==> src/rtl/ifd_pkg.sv <==
package ifd_pkg;

  typedef enum logic [2:0] {
    ST_OPC   = 3'd0,
    ST_MODRM = 3'd1,
    ST_SIB   = 3'd2,
    ST_DISP  = 3'd3,
    ST_IMM   = 3'd4,
    ST_EMIT  = 3'd5
  } ifd_state_e;

  typedef enum logic [1:0] {
    SZ_BYTE  = 2'd0,
    SZ_WORD  = 2'd1,
    SZ_DWORD = 2'd2
  } opsz_e;

  localparam logic [7:0] BYTE_OPSZ_FLIP = 8'h66;
  localparam logic [7:0] BYTE_ADSZ_FLIP = 8'h67;
  localparam logic [7:0] OPC_PUSH_IB    = 8'h6A;
  localparam logic [7:0] OPC_PUSH_IW    = 8'h68;

  // Opcodes the splitter understands.
  function automatic logic op_known(input logic [7:0] op);
    case (op)
      8'h88, 8'h89, 8'h8A, 8'h8B,
      8'h8C, 8'h8E,
      8'hC6, 8'hC7,
      OPC_PUSH_IB, OPC_PUSH_IW: op_known = 1'b1;
      default:                  op_known = 1'b0;
    endcase
  endfunction

  // Every supported opcode except the pushes is followed by a ModR/M byte.
  function automatic logic op_has_modrm(input logic [7:0] op);
    op_has_modrm = (op != OPC_PUSH_IB) && (op != OPC_PUSH_IW);
  endfunction

endpackage

==> src/rtl/ifd_size_sel.sv <==
module ifd_size_sel
  import ifd_pkg::*;
#(
  parameter int CNT_W = 3
) (
  input  logic [7:0]       opcode,
  input  logic             op32,
  output opsz_e            op_size,
  output logic             dir,
  output logic [CNT_W-1:0] imm_len
);

  opsz_e            wide_sz;
  logic [CNT_W-1:0] wide_len;

  assign wide_sz  = op32 ? SZ_DWORD : SZ_WORD;
  assign wide_len = op32 ? CNT_W'(4) : CNT_W'(2);

  always_comb begin
    op_size = SZ_BYTE;
    dir     = 1'b0;
    imm_len = '0;
    case (opcode)
      8'h88, 8'h8A: begin
        op_size = SZ_BYTE;
        dir     = opcode[1];
      end
      8'h89, 8'h8B: begin
        op_size = wide_sz;
        dir     = opcode[1];
      end
      8'h8C, 8'h8E: begin
        op_size = SZ_WORD;
        dir     = opcode[1];
      end
      8'hC6: begin
        op_size = SZ_BYTE;
        imm_len = CNT_W'(1);
      end
      8'hC7: begin
        op_size = wide_sz;
        imm_len = wide_len;
      end
      OPC_PUSH_IB: begin
        op_size = wide_sz;
        imm_len = CNT_W'(1);
      end
      OPC_PUSH_IW: begin
        op_size = wide_sz;
        imm_len = wide_len;
      end
      default: begin
        op_size = SZ_BYTE;
      end
    endcase
  end

endmodule

==> src/rtl/ifd_len_calc.sv <==
module ifd_len_calc #(
  parameter int CNT_W = 3
) (
  input  logic             a32,
  input  logic [1:0]       mod_f,
  input  logic [2:0]       rm_f,
  input  logic [2:0]       sib_base,
  input  logic             sib_seen,
  output logic             need_sib,
  output logic [CNT_W-1:0] disp_len
);

  assign need_sib = a32 && (mod_f != 2'b11) && (rm_f == 3'b100);

  always_comb begin
    disp_len = '0;
    case (mod_f)
      2'b01: disp_len = CNT_W'(1);
      2'b10: disp_len = a32 ? CNT_W'(4) : CNT_W'(2);
      2'b00: begin
        if (a32) begin
          if ((rm_f == 3'b101) ||
              (sib_seen && rm_f == 3'b100 && sib_base == 3'b101))
            disp_len = CNT_W'(4);
        end else if (rm_f == 3'b110) begin
          disp_len = CNT_W'(2);
        end
      end
      default: disp_len = '0;
    endcase
  end

  // 16-bit addressing never asks for a SIB byte nor a 4-byte displacement
  always_comb begin
    if (!a32) begin
      assert (!need_sib && disp_len != CNT_W'(4))
        else $error("p_addr16_len_r7 violated");
    end
  end

endmodule

==> src/rtl/ifd_field_acc.sv <==
module ifd_field_acc #(
  parameter int MAXB  = 4,
  parameter int CNT_W = 3,
  localparam int W    = 8 * MAXB
) (
  input  logic             clk,
  input  logic             rst_n,
  input  logic             clr,
  input  logic             wr,
  input  logic [7:0]       din,
  input  logic             sext8,
  input  logic             tgt32,
  output logic [CNT_W-1:0] cnt,
  output logic [W-1:0]     val
);

  logic [W-1:0] raw;

  // One register per byte lane; the write count picks the lane (LSB first).
  for (genvar g = 0; g < MAXB; g++) begin : g_lane
    always_ff @(posedge clk) begin
      if (!rst_n || clr)
        raw[8*g +: 8] <= '0;
      else if (wr && cnt == CNT_W'(g))
        raw[8*g +: 8] <= din;
    end
  end

  always_ff @(posedge clk) begin
    if (!rst_n || clr)
      cnt <= '0;
    else if (wr)
      cnt <= cnt + CNT_W'(1);
  end

  always_comb begin
    if (!sext8)
      val = raw;
    else if (tgt32)
      val = {{(W-8){raw[7]}}, raw[7:0]};
    else
      val = {{(W-16){1'b0}}, {8{raw[7]}}, raw[7:0]};
  end

  // the sequencer never writes past the last lane
  p_no_overrun_r10: assert property (@(posedge clk) disable iff (!rst_n)
    wr |-> cnt < CNT_W'(MAXB));

endmodule

==> src/rtl/instr_field_decoder.sv <==
module instr_field_decoder
  import ifd_pkg::*;
#(
  parameter int MAXB   = 4,
  localparam int FW    = 8 * MAXB,
  localparam int CNT_W = $clog2(MAXB + 1)
) (
  input  logic          clk,
  input  logic          rst_n,
  input  logic          mode32,
  input  logic          in_valid,
  input  logic [7:0]    in_data,
  output logic          in_ready,
  output logic          done,
  output logic          err,
  output logic [7:0]    opcode,
  output logic [1:0]    op_size,
  output logic          addr32,
  output logic          dir,
  output logic [1:0]    modrm_mod,
  output logic [2:0]    modrm_reg,
  output logic [2:0]    modrm_rm,
  output logic          has_sib,
  output logic [3:0]    sib_scale,
  output logic [2:0]    sib_index,
  output logic [2:0]    sib_base,
  output logic [FW-1:0] disp,
  output logic [FW-1:0] imm
);

  ifd_state_e       state;
  logic             pend_op, pend_ad;
  logic             op32_q, a32_q;
  logic [7:0]       opcode_q, modrm_q, sib_q;
  logic             has_sib_q, err_q;
  logic [CNT_W-1:0] disp_len_q;

  logic             accept, start, disp_wr, imm_wr;
  logic             need_sib_c;
  logic [CNT_W-1:0] disp_len_c, imm_len_c, disp_cnt, imm_cnt;
  logic [1:0]       mod_src;
  logic [2:0]       rm_src;
  opsz_e            op_size_c;
  logic             dir_c;
  ifd_state_e       after_disp;

  assign in_ready = (state != ST_EMIT);
  assign accept   = in_valid && in_ready;
  assign start    = accept && state == ST_OPC && in_data != BYTE_OPSZ_FLIP &&
                    in_data != BYTE_ADSZ_FLIP && op_known(in_data);
  assign disp_wr  = accept && state == ST_DISP;
  assign imm_wr   = accept && state == ST_IMM;

  // ModR/M comes straight off the stream in its own cycle, from the register after.
  assign mod_src  = (state == ST_MODRM) ? in_data[7:6] : modrm_q[7:6];
  assign rm_src   = (state == ST_MODRM) ? in_data[2:0] : modrm_q[2:0];

  ifd_len_calc #(.CNT_W(CNT_W)) u_len (
    .a32      (a32_q),
    .mod_f    (mod_src),
    .rm_f     (rm_src),
    .sib_base (in_data[2:0]),
    .sib_seen (state == ST_SIB),
    .need_sib (need_sib_c),
    .disp_len (disp_len_c)
  );

  ifd_size_sel #(.CNT_W(CNT_W)) u_size (
    .opcode  (opcode_q),
    .op32    (op32_q),
    .op_size (op_size_c),
    .dir     (dir_c),
    .imm_len (imm_len_c)
  );

  ifd_field_acc #(.MAXB(MAXB), .CNT_W(CNT_W)) u_disp (
    .clk   (clk),
    .rst_n (rst_n),
    .clr   (start),
    .wr    (disp_wr),
    .din   (in_data),
    .sext8 (disp_len_q == CNT_W'(1)),
    .tgt32 (a32_q),
    .cnt   (disp_cnt),
    .val   (disp)
  );

  ifd_field_acc #(.MAXB(MAXB), .CNT_W(CNT_W)) u_imm (
    .clk   (clk),
    .rst_n (rst_n),
    .clr   (start),
    .wr    (imm_wr),
    .din   (in_data),
    .sext8 (opcode_q == OPC_PUSH_IB),
    .tgt32 (op32_q),
    .cnt   (imm_cnt),
    .val   (imm)
  );

  assign after_disp = (imm_len_c != '0) ? ST_IMM : ST_EMIT;

  always_ff @(posedge clk) begin
    if (!rst_n) begin
      state      <= ST_OPC;
      pend_op    <= 1'b0;
      pend_ad    <= 1'b0;
      op32_q     <= 1'b0;
      a32_q      <= 1'b0;
      opcode_q   <= '0;
      modrm_q    <= '0;
      sib_q      <= '0;
      has_sib_q  <= 1'b0;
      disp_len_q <= '0;
      err_q      <= 1'b0;
    end else begin
      err_q <= 1'b0;
      case (state)
        ST_OPC: if (accept) begin
          if (in_data == BYTE_OPSZ_FLIP) begin
            pend_op <= 1'b1;
          end else if (in_data == BYTE_ADSZ_FLIP) begin
            pend_ad <= 1'b1;
          end else begin
            pend_op <= 1'b0;
            pend_ad <= 1'b0;
            if (op_known(in_data)) begin
              opcode_q   <= in_data;
              op32_q     <= mode32 ^ pend_op;
              a32_q      <= mode32 ^ pend_ad;
              modrm_q    <= '0;
              sib_q      <= '0;
              has_sib_q  <= 1'b0;
              disp_len_q <= '0;
              state      <= op_has_modrm(in_data) ? ST_MODRM : ST_IMM;
            end else begin
              err_q <= 1'b1;
            end
          end
        end
        ST_MODRM: if (accept) begin
          modrm_q <= in_data;
          if (need_sib_c) begin
            state <= ST_SIB;
          end else begin
            disp_len_q <= disp_len_c;
            state      <= (disp_len_c != '0) ? ST_DISP : after_disp;
          end
        end
        ST_SIB: if (accept) begin
          sib_q      <= in_data;
          has_sib_q  <= 1'b1;
          disp_len_q <= disp_len_c;
          state      <= (disp_len_c != '0) ? ST_DISP : after_disp;
        end
        ST_DISP: if (accept && disp_cnt == disp_len_q - CNT_W'(1)) begin
          state <= after_disp;
        end
        ST_IMM: if (accept && imm_cnt == imm_len_c - CNT_W'(1)) begin
          state <= ST_EMIT;
        end
        ST_EMIT: state <= ST_OPC;
        default: state <= ST_OPC;
      endcase
    end
  end

  assign done      = (state == ST_EMIT);
  assign err       = err_q;
  assign opcode    = opcode_q;
  assign op_size   = op_size_c;
  assign addr32    = a32_q;
  assign dir       = dir_c;
  assign modrm_mod = modrm_q[7:6];
  assign modrm_reg = modrm_q[5:3];
  assign modrm_rm  = modrm_q[2:0];
  assign has_sib   = has_sib_q;
  assign sib_scale = has_sib_q ? (4'b0001 << sib_q[7:6]) : 4'b0000;
  assign sib_index = sib_q[5:3];
  assign sib_base  = sib_q[2:0];

  // the completion strobe lasts one cycle and the stream reopens after it
  p_done_pulse_r2: assert property (@(posedge clk) disable iff (!rst_n)
    done |=> !done && in_ready);

  // a rejected opcode never coincides with a completion
  p_err_no_done_r11: assert property (@(posedge clk) disable iff (!rst_n)
    err |-> !done);

  // a SIB byte only ever appears under 32-bit addressing with R/M=100b
  p_sib_shape_r9: assert property (@(posedge clk) disable iff (!rst_n)
    (done && has_sib) |-> (addr32 && modrm_mod != 2'b11 && modrm_rm == 3'b100 &&
                           $countones(sib_scale) == 1));

  // byte-wide moves report a byte operand
  p_byte_size_r4: assert property (@(posedge clk) disable iff (!rst_n)
    (done && (opcode == 8'h88 || opcode == 8'h8A || opcode == 8'hC6)) |-> op_size == 2'd0);

  // a one-byte displacement under 16-bit addressing leaves the top half clear
  p_disp_ext16_r8: assert property (@(posedge clk) disable iff (!rst_n)
    (done && !addr32 && modrm_mod == 2'b01) |->
      (disp[FW-1:16] == '0 && disp[15:8] == {8{disp[7]}}));

endmodule

==> config.mk <==
export PLATFORM = sky130hd
export DESIGN_NAME = instr_field_decoder
export DESIGN_NICKNAME = d
export VERILOG_FILES = /design/src/rtl/ifd_pkg.sv /design/src/rtl/ifd_size_sel.sv /design/src/rtl/ifd_len_calc.sv /design/src/rtl/ifd_field_acc.sv /design/src/rtl/instr_field_decoder.sv
export SDC_FILE = /design/constraint.sdc
export NUM_CORES = 1
export LEC_CHECK = 0
export BUFFER_PORTS_ARGS = -buffer_cell sky130_fd_sc_hd__buf_2
export CORE_ASPECT_RATIO = 1.25
export CORE_MARGIN = 8
export CORE_UTILIZATION = 50
export DETAILED_ROUTE_END_ITERATION = 12
export PLACE_DENSITY = 0.81
export SLEW_MARGIN = 20
export SYNTH_ARGS = -nofsm -noshare
export SYNTH_HDL_FRONTEND = slang
export SYNTH_SLANG_ARGS = --single-unit
==> constraint.sdc <==
create_clock -name clk -period 7.49 [get_ports clk]
set_input_delay 0.749 -clock clk [delete_from_list [all_inputs] [get_ports clk]]
set_output_delay 0.749 -clock clk [all_outputs]
set_load 0.02 [all_outputs]
==> results.md <==
- Outcome: finished, final reports clean
- Post-synthesis xor/xnor area fraction: 1.762%
- Syn Inst Count: 714
- PortBufs: 109
- First DRT Iteration DRCs: 210
- Worst Path Arrival: 2.92 ns
- Total wire length: 14050 um
- FMAX: 272.9 MHz
- CTS tree: built
- RSZ-0062 raised after global routing: no
- Reg power frac: 49.7%
- Fin cells: 897
- DP HPWL: 9639 um
- Register area: 2122 um2
- Initial antenna violation count: 0
- Share of the synthesized area in the top cell type: 38.80%
- Per-cell routed wire length: 15.66 um
- Post-synth ARST share: 0%
- Max Root-Sink Buffers: 2
- Clk root buf: clkbuf_16
- Setup Fix Bufs, Post-CTS: 0
- Pre-Repair DR Iteration Count: 4
- DRC: 0
- Setup tns final: 0 ns
- Gr ovfl total: 0
- Dominant cells by area after synthesis: dfxtp_1 39%, nand2_1 13%, a21oi_1 7.5%
- Largest net degree at the start of global routing: 71
- Layout cells sized above 1: 19.08%
- Clock power frac: 46.1%
- Routed via count: 4960
- CTS Buf Count: 9
- Switching Share: 23.15%
- Lkg Pwr: 2.786 nW
- Final worst-path cycle share: 48.92%
- Standard-cell row count: 42
- CP endpoint kind: output pin
- # placed instances: 881
- Antenna Violating Nets Remaining: 0
- Min-delay worst type: reg2reg
- Hold buffers post-CTS: 0
- CP startpoint kind: flop
- Initial Util: 51.52%
- Antenna cells: 0
- Mapped cell area: 5469 um2
- Logic pwr share: 4.2%
- Vias in the first global route: 4712
- Chip width: 109.5 um
- Mux contribution to synthesized area: 2.402%
- Internal power: 0.0008752 W
- H-tree depth: 3
- Vias per cell: 5.530
- Fill cells: 1032
- Period minus WS final: 3.664 ns
- Final Hold Vio Count: 0
- Synthesis Warnings: 0
- Nets: 786
- Simple-gate share of the synthesized area: 27.55%
- First-pass GRT wire length: 22590 um
- GP Congestion: 0.9346
- Pwr dens: 186.3 nW/um2
- Final setup violation count: 0
- Syn_area_per_cell: 7.660 um2
- Total power: 0.001139 W
- Post-synthesis sequential area ratio: 38.80%
- Worst-path clk slew: 0.07 ns
- Area leader, netlist: dfxtp_1
- Area Overhead vs Synth: 11.76%
- Crit path kind: reg2out
- Least-Margin Pin Slew: 0.8897 ns
- Die outline area: 14560 um2
- Worst rel slew slack: 40.68%
- GRT Total Usage: 19.04%
- Post-CTS resize count: 0
- Compound-Gate Fraction of Synth Area: 17.34%
- Clock Sinks: 106
- Synth Area in Adders: 3.203%
- P_sw: 0.0002636 W
- Max IR drop VDD: 0.1522 mV
- Synth Register Bits: 106
- Max-cap violations: 0
- Die height: 132.9 um
- Skew final: 0.01077 ns
- CP required: 6.74 ns
- CP max FO: 26
- Final Slew Violations: 0
- Clock Latency Late Sink: 0.35 ns
- Largest family of logic cells by synthesized area: simple AND/OR/NAND/NOR gates
- Net Count, Synth: 740
- IO Pins: 110
- Synth Flop Type: dfxtp_1
- EDFF count, synth: 0
- Post-synth cell types: 60
- Multi-input gate area: 2872 um2
- CORE AREA: 10620 um2
-- path summary, 6_finish.rpt --
kind	cells after the start	slack, ns	to	startpoint
worst min-delay path	2	0.45	u_disp.raw[3]	u_disp.raw[3]
worst min register to register	2	0.45	u_disp.raw[3]	u_disp.raw[3]
worst max register to register	6	4.37	u_imm.raw[19]	state[1]
worst max-delay path	7	3.83	imm[27]	opcode[4]
-- flip-flops by register name, summed over array words and instances (netlist names) --
| signal | cells |
|---|---|
| addr32 | 1 |
| disp_len_q | 3 |
| err | 1 |
| has_sib | 1 |
| modrm_q | 8 |
| op32_q | 1 |
| opcode | 8 |
| pend_ad | 1 |
| pend_op | 1 |
| sib_q | 8 |
| state | 3 |
| u_disp.cnt | 3 |
| u_disp.raw | 32 |
| u_imm.cnt | 3 |
| u_imm.raw | 32 |
-- per-layer routing --
layer	GRT usage (%)	vias to the layer above	part of all wire [%]
met5	0	-	0
met4	6.396	0	2.2
met3	4.810	25	7.9
met2	31.13	183	48
met1	23.48	2276	42
li1	-	2476	-
-- area by class of cell --
type                    instances  share of cell area, %
inverters                      17                  1.044
flip-flops and latches        106                  34.72
clock buffers                   9                  3.685
multi-input cells             516                  46.98
repair buffers                110                  9.048
clock inverters                 7                  1.822
well taps                     132                  2.702
-- synth_stat cells (3+ instances only) --
cell type	count
a21oi_1	82
ha_1	14
nand3_1	59
buf_1	6
nand2b_1	5
and2_1	5
a211oi_1	5
nor3b_1	4
nor2b_1	11
nor2_1	27
buf_2	16
inv_1	16
clkbuf_1	23
buf_4	27
a21boi_1	4
and3_1	4
nand2_1	187
o211ai_1	3
xor2_1	6
a21boi_0	9
buf_6	3
a21o_1	25
nand4_1	11
mux2i_1	9
xnor2_1	5
dfxtp_1	106
-- power by group through the flow --
stage	Clock, W	Sequential, W	Combinational [W]
finish	0.000525	0.000566	0.0000474
global route	0.000551	0.000566	0.0000506
CTS	0.000529	0.000566	0.0000465
detailed placement	0	0.000579	0.0000464
global placement	0	0.000579	0.0000459
floorplan	0	0.000580	0.0000313
-- cell usage in the layout, fill, tap and decap left out, types with 3 or more instances in the layout --
cell / Yosys / routed
a21boi_0: 9 / 9
and3_1: 4 / 4
nor2b_1: 11 / 11
nand2_1: 187 / 186
a211oi_1: 5 / 5
o211ai_1: 3 / 3
nand2b_1: 5 / 5
a21o_1: 25 / 25
mux2i_1: 9 / 9
inv_1: 16 / 16
buf_2: 16 / 109
nor2_1: 27 / 27
a21boi_1: 4 / 4
nand4_1: 11 / 11
xor2_1: 6 / 6
a21oi_1: 82 / 82
xnor2_1: 5 / 5
ha_1: 14 / 14
clkbuf_16: 0 / 9
and2_1: 5 / 5
dfxtp_1: 106 / 106
nand3_1: 59 / 59
nor3b_1: 4 / 3
-- worst max-delay path, stage by stage, from the launching register on --
cell and delay (ns):
dfxtp_1 0.34, nand2b_1 0.17, nor4b_2 0.32, nand3_2 0.48, nor2_4 0.37, and2_1 0.54
a21o_1 0.17, buf_2 0.17
-- per-stage QoR --
| stage | instance area [um2] | util, % | setup slack (ns) | hold slack, ns |
|---|---|---|---|---|
| final | 6112 | 57.58 | 3.826 | 0.4530 |
| after global routing | 6112 | 57.58 | 3.541 | 0.4683 |
| after CTS | 6106 | 57.52 | 3.841 | 0.4544 |
| after detailed placement | 5769 | 54.35 | 4.051 | 0.4433 |
| after global placement | 5769 | 54.35 | 4.110 | 0.4381 |
| after floorplan | 5469 | - | 4.821 | 0.4323 |
-- cells by family (layout without fill, tap and decap cells) --
logic type | Yosys count | in the layout
compound gates | 149 | 149
xor+xnor | 11 | 11
fa+ha+maj | 14 | 14
buf+inv | 92 | 143
flops | 106 | 106
mux | 12 | 12
simple gates | 330 | 330
Power figures use the tool's default switching activity.
